File: src/rtl/xpt_pkg.sv
package xpt_pkg;
  localparam int unsigned N_IN   = 32;
  localparam int unsigned N_OUT  = 32;
  localparam int unsigned SEL_W  = $clog2(N_IN);
  localparam int unsigned ADDR_W = $clog2(N_OUT);
  localparam int unsigned WORD_W = SEL_W + 1;

  typedef struct packed {
    logic             en;
    logic [SEL_W-1:0] sel;
  } xpt_word_t;
endpackage

File: src/rtl/xpt_shift.sv
module xpt_shift #(
  parameter int unsigned W = 6
) (
  input  logic         clk,
  input  logic         rst_n,
  input  logic         sclk_i,
  input  logic         sdat_i,
  output logic [W-1:0] word_o
);
  logic         sclk_q;
  logic [W-1:0] sr_q;
  logic         rise;

  assign rise   = sclk_i & ~sclk_q;
  assign word_o = sr_q;

  always_ff @(posedge clk or negedge rst_n) begin
    if (!rst_n) begin
      sclk_q <= 1'b0;
      sr_q   <= '0;
    end else begin
      sclk_q <= sclk_i;
      if (rise) sr_q <= {sr_q[W-2:0], sdat_i};
    end
  end

  AST_SHIFT_HOLD: assert property (@(posedge clk) disable iff (!rst_n)
    !sclk_i |=> $stable(sr_q));
endmodule

File: src/rtl/xpt_cfg_store.sv
module xpt_cfg_store
  import xpt_pkg::*;
#(
  parameter int unsigned NO = N_OUT,
  parameter int unsigned AW = ADDR_W
) (
  input  logic               clk,
  input  logic               rst_n,
  input  logic               load_n_i,
  input  logic               cfg_n_i,
  input  logic [AW-1:0]      addr_i,
  input  xpt_word_t          word_i,
  output xpt_word_t [NO-1:0] act_o
);
  xpt_word_t [NO-1:0] stage_q, stage_nxt, act_q;
  logic               load_q;
  logic               load_fall;
  logic [NO-1:0]      act_en;

  assign load_fall = load_q & ~load_n_i;
  assign act_o     = act_q;

  always_comb begin
    stage_nxt = stage_q;
    if (load_fall && (int'(addr_i) < int'(NO))) stage_nxt[addr_i] = word_i;
  end

  always_comb begin
    for (int i = 0; i < int'(NO); i++) act_en[i] = act_q[i].en;
  end

  always_ff @(posedge clk or negedge rst_n) begin
    if (!rst_n) begin
      load_q  <= 1'b1;
      stage_q <= '0;
      act_q   <= '0;
    end else begin
      load_q  <= load_n_i;
      stage_q <= stage_nxt;
      if (!cfg_n_i) act_q <= stage_nxt;
    end
  end

  AST_RESET_OFF: assert property (@(posedge clk)
    !rst_n |=> (act_en == '0));
  AST_STAGE_HOLD: assert property (@(posedge clk) disable iff (!rst_n)
    cfg_n_i |=> $stable(act_q));
  AST_LOAD_IDLE: assert property (@(posedge clk) disable iff (!rst_n)
    load_n_i |=> $stable(stage_q));
endmodule

File: src/rtl/xpt_route.sv
module xpt_route
  import xpt_pkg::*;
#(
  parameter int unsigned NI = N_IN,
  parameter int unsigned NO = N_OUT
) (
  input  xpt_word_t [NO-1:0] act_i,
  input  logic [NI-1:0]      din_i,
  output logic [NO-1:0]      dout_o,
  output logic [NO-1:0]      oen_o
);
  for (genvar o = 0; o < int'(NO); o++) begin : g_out
    assign oen_o[o]  = act_i[o].en;
    assign dout_o[o] = act_i[o].en & din_i[act_i[o].sel];

    always_comb begin
      if (!oen_o[o]) AST_OFF_QUIET: assert (dout_o[o] == 1'b0);
    end
  end
endmodule

File: src/rtl/xpt_cfg_ctrl.sv
module xpt_cfg_ctrl
  import xpt_pkg::*;
#(
  parameter int unsigned NI = N_IN,
  parameter int unsigned NO = N_OUT
) (
  input  logic          clk,
  input  logic          rst_n,
  input  logic          ad_sclk_i,
  input  logic          ad_sdat_i,
  input  logic          rw_sclk_i,
  input  logic          rw_sdat_i,
  input  logic          load_n_i,
  input  logic          cfg_n_i,
  input  logic [NI-1:0] din_i,
  output logic [NO-1:0] dout_o,
  output logic [NO-1:0] oen_o
);
  localparam int unsigned AW = $clog2(NO);

  logic [AW-1:0]      addr;
  logic [WORD_W-1:0]  rw_bits;
  xpt_word_t          rw_word;
  xpt_word_t [NO-1:0] act;

  assign rw_word = rw_bits;

  xpt_shift #(.W(AW)) u_ad_sr (
    .clk(clk), .rst_n(rst_n), .sclk_i(ad_sclk_i), .sdat_i(ad_sdat_i), .word_o(addr)
  );

  xpt_shift #(.W(WORD_W)) u_rw_sr (
    .clk(clk), .rst_n(rst_n), .sclk_i(rw_sclk_i), .sdat_i(rw_sdat_i), .word_o(rw_bits)
  );

  xpt_cfg_store #(.NO(NO), .AW(AW)) u_store (
    .clk(clk), .rst_n(rst_n), .load_n_i(load_n_i), .cfg_n_i(cfg_n_i),
    .addr_i(addr), .word_i(rw_word), .act_o(act)
  );

  xpt_route #(.NI(NI), .NO(NO)) u_route (
    .act_i(act), .din_i(din_i), .dout_o(dout_o), .oen_o(oen_o)
  );
endmodule

File: config.mk
export PLATFORM = sky130hd
export DESIGN_NAME = xpt_cfg_ctrl
export DESIGN_NICKNAME = d
export VERILOG_FILES = /design/src/rtl/xpt_pkg.sv /design/src/rtl/xpt_shift.sv /design/src/rtl/xpt_cfg_store.sv /design/src/rtl/xpt_route.sv /design/src/rtl/xpt_cfg_ctrl.sv
export SDC_FILE = /design/constraint.sdc
export NUM_CORES = 1
export LEC_CHECK = 0
export ABC_AREA = 0
export BUFFER_PORTS_ARGS = -buffer_cell sky130_fd_sc_hd__clkbuf_2
export CORE_ASPECT_RATIO = 0.5
export CORE_MARGIN = 4
export CORE_UTILIZATION = 38
export CTS_BUF_LIST = sky130_fd_sc_hd__clkbuf_8
export CTS_CLUSTER_SIZE = 30
export DETAILED_ROUTE_END_ITERATION = 8
export SLEW_MARGIN = 20
export SYNTH_ARGS = -nofsm -noshare
export SYNTH_HDL_FRONTEND = slang
export SYNTH_HIERARCHICAL = 1
export SYNTH_SLANG_ARGS = --single-unit
File: constraint.sdc
create_clock -name clk -period 5.7 [get_ports clk]
set_clock_uncertainty 0.05 [all_clocks]
set_input_delay 0.855 -clock clk [delete_from_list [all_inputs] [get_ports clk]]
set_output_delay 0.855 -clock clk [all_outputs]
set_load 0.02 [all_outputs]
After elaboration in Yosys (flattened, before gate mapping)

Index checks and enable logic that the tools add are counted.

Bits in registers: 398
Input port bits: 40
Output and inout bits: 64

Magnitude comparators: 34
Muxes and demuxes: 68
Bitwise operators: 38
Reductions and logical operators: 1

Operator list:

| cell                                                               | number |
|---|---|
| < comparator 5 x 6 -> 1 bit (second input constant)                | 33 |
| bitwise mux 192 bit                                                | 1 |
| 2-to-1 mux 192 bit                                                 | 1 |
| binary-select mux 1 bit (select 5 bit)                             | 32 |
| AND 1 bit                                                          | 35 |
| 2-to-1 mux 1 bit                                                   | 32 |
| demux 6 bit (select 5 bit)                                         | 1 |
| 2-to-1 mux 6 bit                                                   | 1 |
| greater-or-equal comparator 5 x 1 -> 1 bit (second input constant) | 1 |
| NOT 1 bit                                                          | 3 |
| logical AND 1 bit                                                  | 1 |

Depth between registers and ports, before layout

Depth after elaboration: 6
Depth in mapped cells: 6
Gate-level depth less buffers: 4

Modules after synthesis

Netlist, hierarchy kept.

By module, submodules not included:

| module              | instances | cells each | area an instance (µm²) | sequential area each (µm²) |
|---|---|---|---|---|
| xpt_cfg_store       | 1         | 1761       | 16752.3                | 9635.5 |
| xpt_route           | 1         | 872        | 10064.7                | 0.0 |
| xpt_shift (u_rw_sr) | 1         | 15         | 290.3                  | 175.2 |
| xpt_shift (u_ad_sr) | 1         | 12         | 220.2                  | 150.1 |

Least setup slack after synthesis

Ideal clock, no wire load.

Path type: input -> output
Start: input din_i[21]
End: output dout_o[4]
Arrival time: 2.212 ns
Data required time: 4.795 ns
Path slack: 2.583 ns
Stages on the path: 5
Path buffers: 1
Path through: clkbuf_1 mux4_2 mux2i_1 o221a_2 a311oi_1

Cells in the longest elaborated chain, start to end: 3

Ends and longest elaborated chain:

| element                                | line               | source |
|---|---|---|
| start: declaration                     | xpt_cfg_ctrl.sv:15 | `input logic [NI-1:0] din_i,` |
| binary-select mux 1 bit (select 5 bit) | xpt_route.sv:14    | `assign dout_o[o] = act_i[o].en & din_i[act_i[o].sel];` |
| 2-to-1 mux 1 bit (not written as such) | xpt_route.sv:14    |  |
| AND 1 bit                              | xpt_route.sv:14    |  |
| end: declaration                       | xpt_cfg_ctrl.sv:16 | `output logic [NO-1:0] dout_o,` |

Every way passes these cells. The select of a mux whose other input is x is not followed.

Final worst setup path

Start: input din_i[4]
End: output dout_o[13]

The elaborated chain is that of the path after synthesis.

==> run metrics <==
run status complete, no violations; Ports 104; RD Place Congestion 0.8351; final setup fails 0; Post-Syn Area 27330 sq um; Clk Tree Root Cell clkbuf_8; layout cell share with drive strength beyond 1 24.21%; Worst VDD drop 0.1879 mV; top cells by area, synth dfrtp_1 (36%), mux4_2 (17%), a21oi_1 (7.0%); commonest non-fill, non-tap cell in the layout dfrtp_1; Post-CTS Resized 0; WL met2 39470 um; Setup Fix Bufs, Post-CTS 0; Synth Warn # 6; post-synthesis sequential area ratio 36.45%; crit-path leading delay family buffers and inverters; crit-path cells clkbuf_2 -> mux4_2 -> mux2_2 -> o31ai_1 -> a311oi_1 -> clkbuf_2; crit-path max cell delay 0.76 ns; Syn-to-layout area delta 5.691%; port bufs 103; vias in the first global route 21.03k; die area 76530 sq um; initial antenna violation count 6; Syn Area/Cell 10.27 sq um; synth unique cells 52; Final Util 40.60%; Final Net Count 2515; count of final max-slew check failures 0; final hold vios 0; routed wire length 88520 um; setup TNS 0 ns; RSZ-0062 raised after global routing false; Worst-Margin Slew 1.119 ns; Routed WL per cell 25.43 um; Routed Antenna Nets 0; TritonCTS clock tree yes; number of DRC markers in iteration 0 2630; P_leak 0.01202 uW; HPWL Detailed 49320 um; largest net degree at the start of global routing 180; Core Rows 69; CP required 4.80 ns; clock net sink count 398; uppermost layer routed met5; maximum clock rate 249.4 MHz; # hold bufs at CTS 0; 1st-pass router iterations 5; Via density 6.246; routed metal-1 wirelength 37940 um; Crit. End Element output pin; max_slew headroom 25.40%; Num CTS Buffers 68; CP most frequent cell clkbuf_2; Slowest-stage cell, CP clkbuf_2; gr ovfl total 0; routed wl met3 8128 um; CTS max path bufs 3; Syn Nets 2700; Die Width 387.2 um; synthesized instance count 2660; top cell type by total area after synthesis dfrtp_1; Clk Latency, worst-skew pair 0.67 ns; power per standard cell area 415.7 nW/um^2; post-route insts no fill 3481; Hold WS 0.1364 ns; Die Y 197.6 um; H-tree levels 3; first-pass GRT wire length 133900 um; commonest non-fill, non-tap cells in the layout dfrtp_1 (394), a21oi_1 (384), nand2_1 (366); final worst-path cycle share 70.35%; worst hold-check path type in -> async; startpoint types primary input; placed cells 3363; Via Count 21.74k; clk slew on worst S/H paths 0.06 ns; Worst Path Buf+Inv 2; Setup CP Type in -> out; WP data arrival 3.10 ns; GRT Util Overall 22.56%; total of max-cap violations 0; DRC 0; core footprint 71140 sq um; crit path max fanout 32; Synth top area share 36.35%; Period minus WS final 4.010 ns; initial core utilization 38.41%; FF+latch count, synth 398
## registers in the layout, indices dropped and copies added (netlist names)
register	flops
u_store/act_o	192
u_store/stage_q	192
u_rw_sr/word_o	6
u_ad_sr/word_o	5
u_ad_sr/sclk_q	1
u_rw_sr/sclk_q	1
u_store/load_q	1
## layout make-up
type                            count  area, sq um
Antenna cell                        3        7.507
Multi-Input combinational cell   1844        15340
Tap cell                          958         1199
Sequential cell                   398         9967
Inverter                           16        60.06
Clock buffer                       84         1156
Clock inverter                     31        242.7
Fill cell                        6852        42260
Timing Repair Buffer              147        907.1
## layer usage
layer | up-vias | track usage, %
met5 | - | 0
met4 | 6 | 8.289
met3 | 242 | 5.121
met2 | 1158 | 34.17
met1 | 11056 | 31.84
li1 | 9279 | -
## per-stage QoR
| stage | area, sq um | power [uW] | setup WS [ns] |
|---|---|---|---|
| 2_1_floorplan | 27330 | 8097 | 2.583 |
| 3_3_place_gp | 27420 | 9066 | 1.722 |
| 3_5_place_dp | 27460 | 9202 | 1.736 |
| 4_1_cts | 28860 | 11970 | 1.734 |
| 5_1_grt | 28880 | 12650 | 1.675 |
| 6_report | 28880 | 12010 | 1.690 |
## logic make-up (layout without fill, tap and decap cells)
family                 Yosys count  count (layout)  share of synthesized area (%)
AOI/OAI and AO/OA              739             739                          15.88
and+or+nand+nor                732             732                          15.11
buffers and inverters          418             278                          7.866
DFF                            398             398                          36.45
muxes                          373             373                          24.70
other                            0               3                              0
## cell usage after synthesis (all sizes together)
library cell and count:
and4 6, mux2 83, dfrtp 397, a21oi 384, and2 1, nand2 366, nand2b 29, or4b 1
or3 1, mux4 224, o211ai 9, a311oi 18, dfstp 1, nand4b 3, and4b 33, mux2i 66
o31ai 10, nor3b 3, nor2 2, nor2b 216, or2 2, o221a 7, buf 201, nand3 18
nor4bb 20, o221ai 14, a2111oi 22, clkbuf 200, dlymetal6s2s 1, o21ai 245, nor4b 7, nand4bb 2
nand3b 19, o22ai 21, inv 16, or3b 3, a31oi 9
## worst paths after layout
path,from,end,slack (ns),cells after the start
setup / recovery,din_i[4],dout_o[13],1.69,6
hold / removal,rst_n,u_store/act_o[137]$_DFFE_PN0N_,0.14,1
setup reg to reg,u_ad_sr/word_o[3]$_DFFE_PN0P_,u_store/act_o[68]$_DFFE_PN0N_,2.81,4
hold reg to reg,u_store/stage_q[77]$_DFF_PN0_,u_store/stage_q[77]$_DFF_PN0_,0.42,2
max in group asynchronous,rst_n,u_store/stage_q[34]$_DFF_PN0_,4.13,2
min in group clk,ad_sclk_i,u_ad_sr/sclk_q$_DFF_PN0_,0.31,1
## where the power goes
| group | internal [uW] | switching, uW |
|---|---|---|
| Clock | 1470 | 1280 |
| Combinational | 2070 | 2230 |
| Sequential | 3700 | 1260 |
| Total | 7240 | 4760 |
Note: power is estimated with default switching activity, not from simulation.
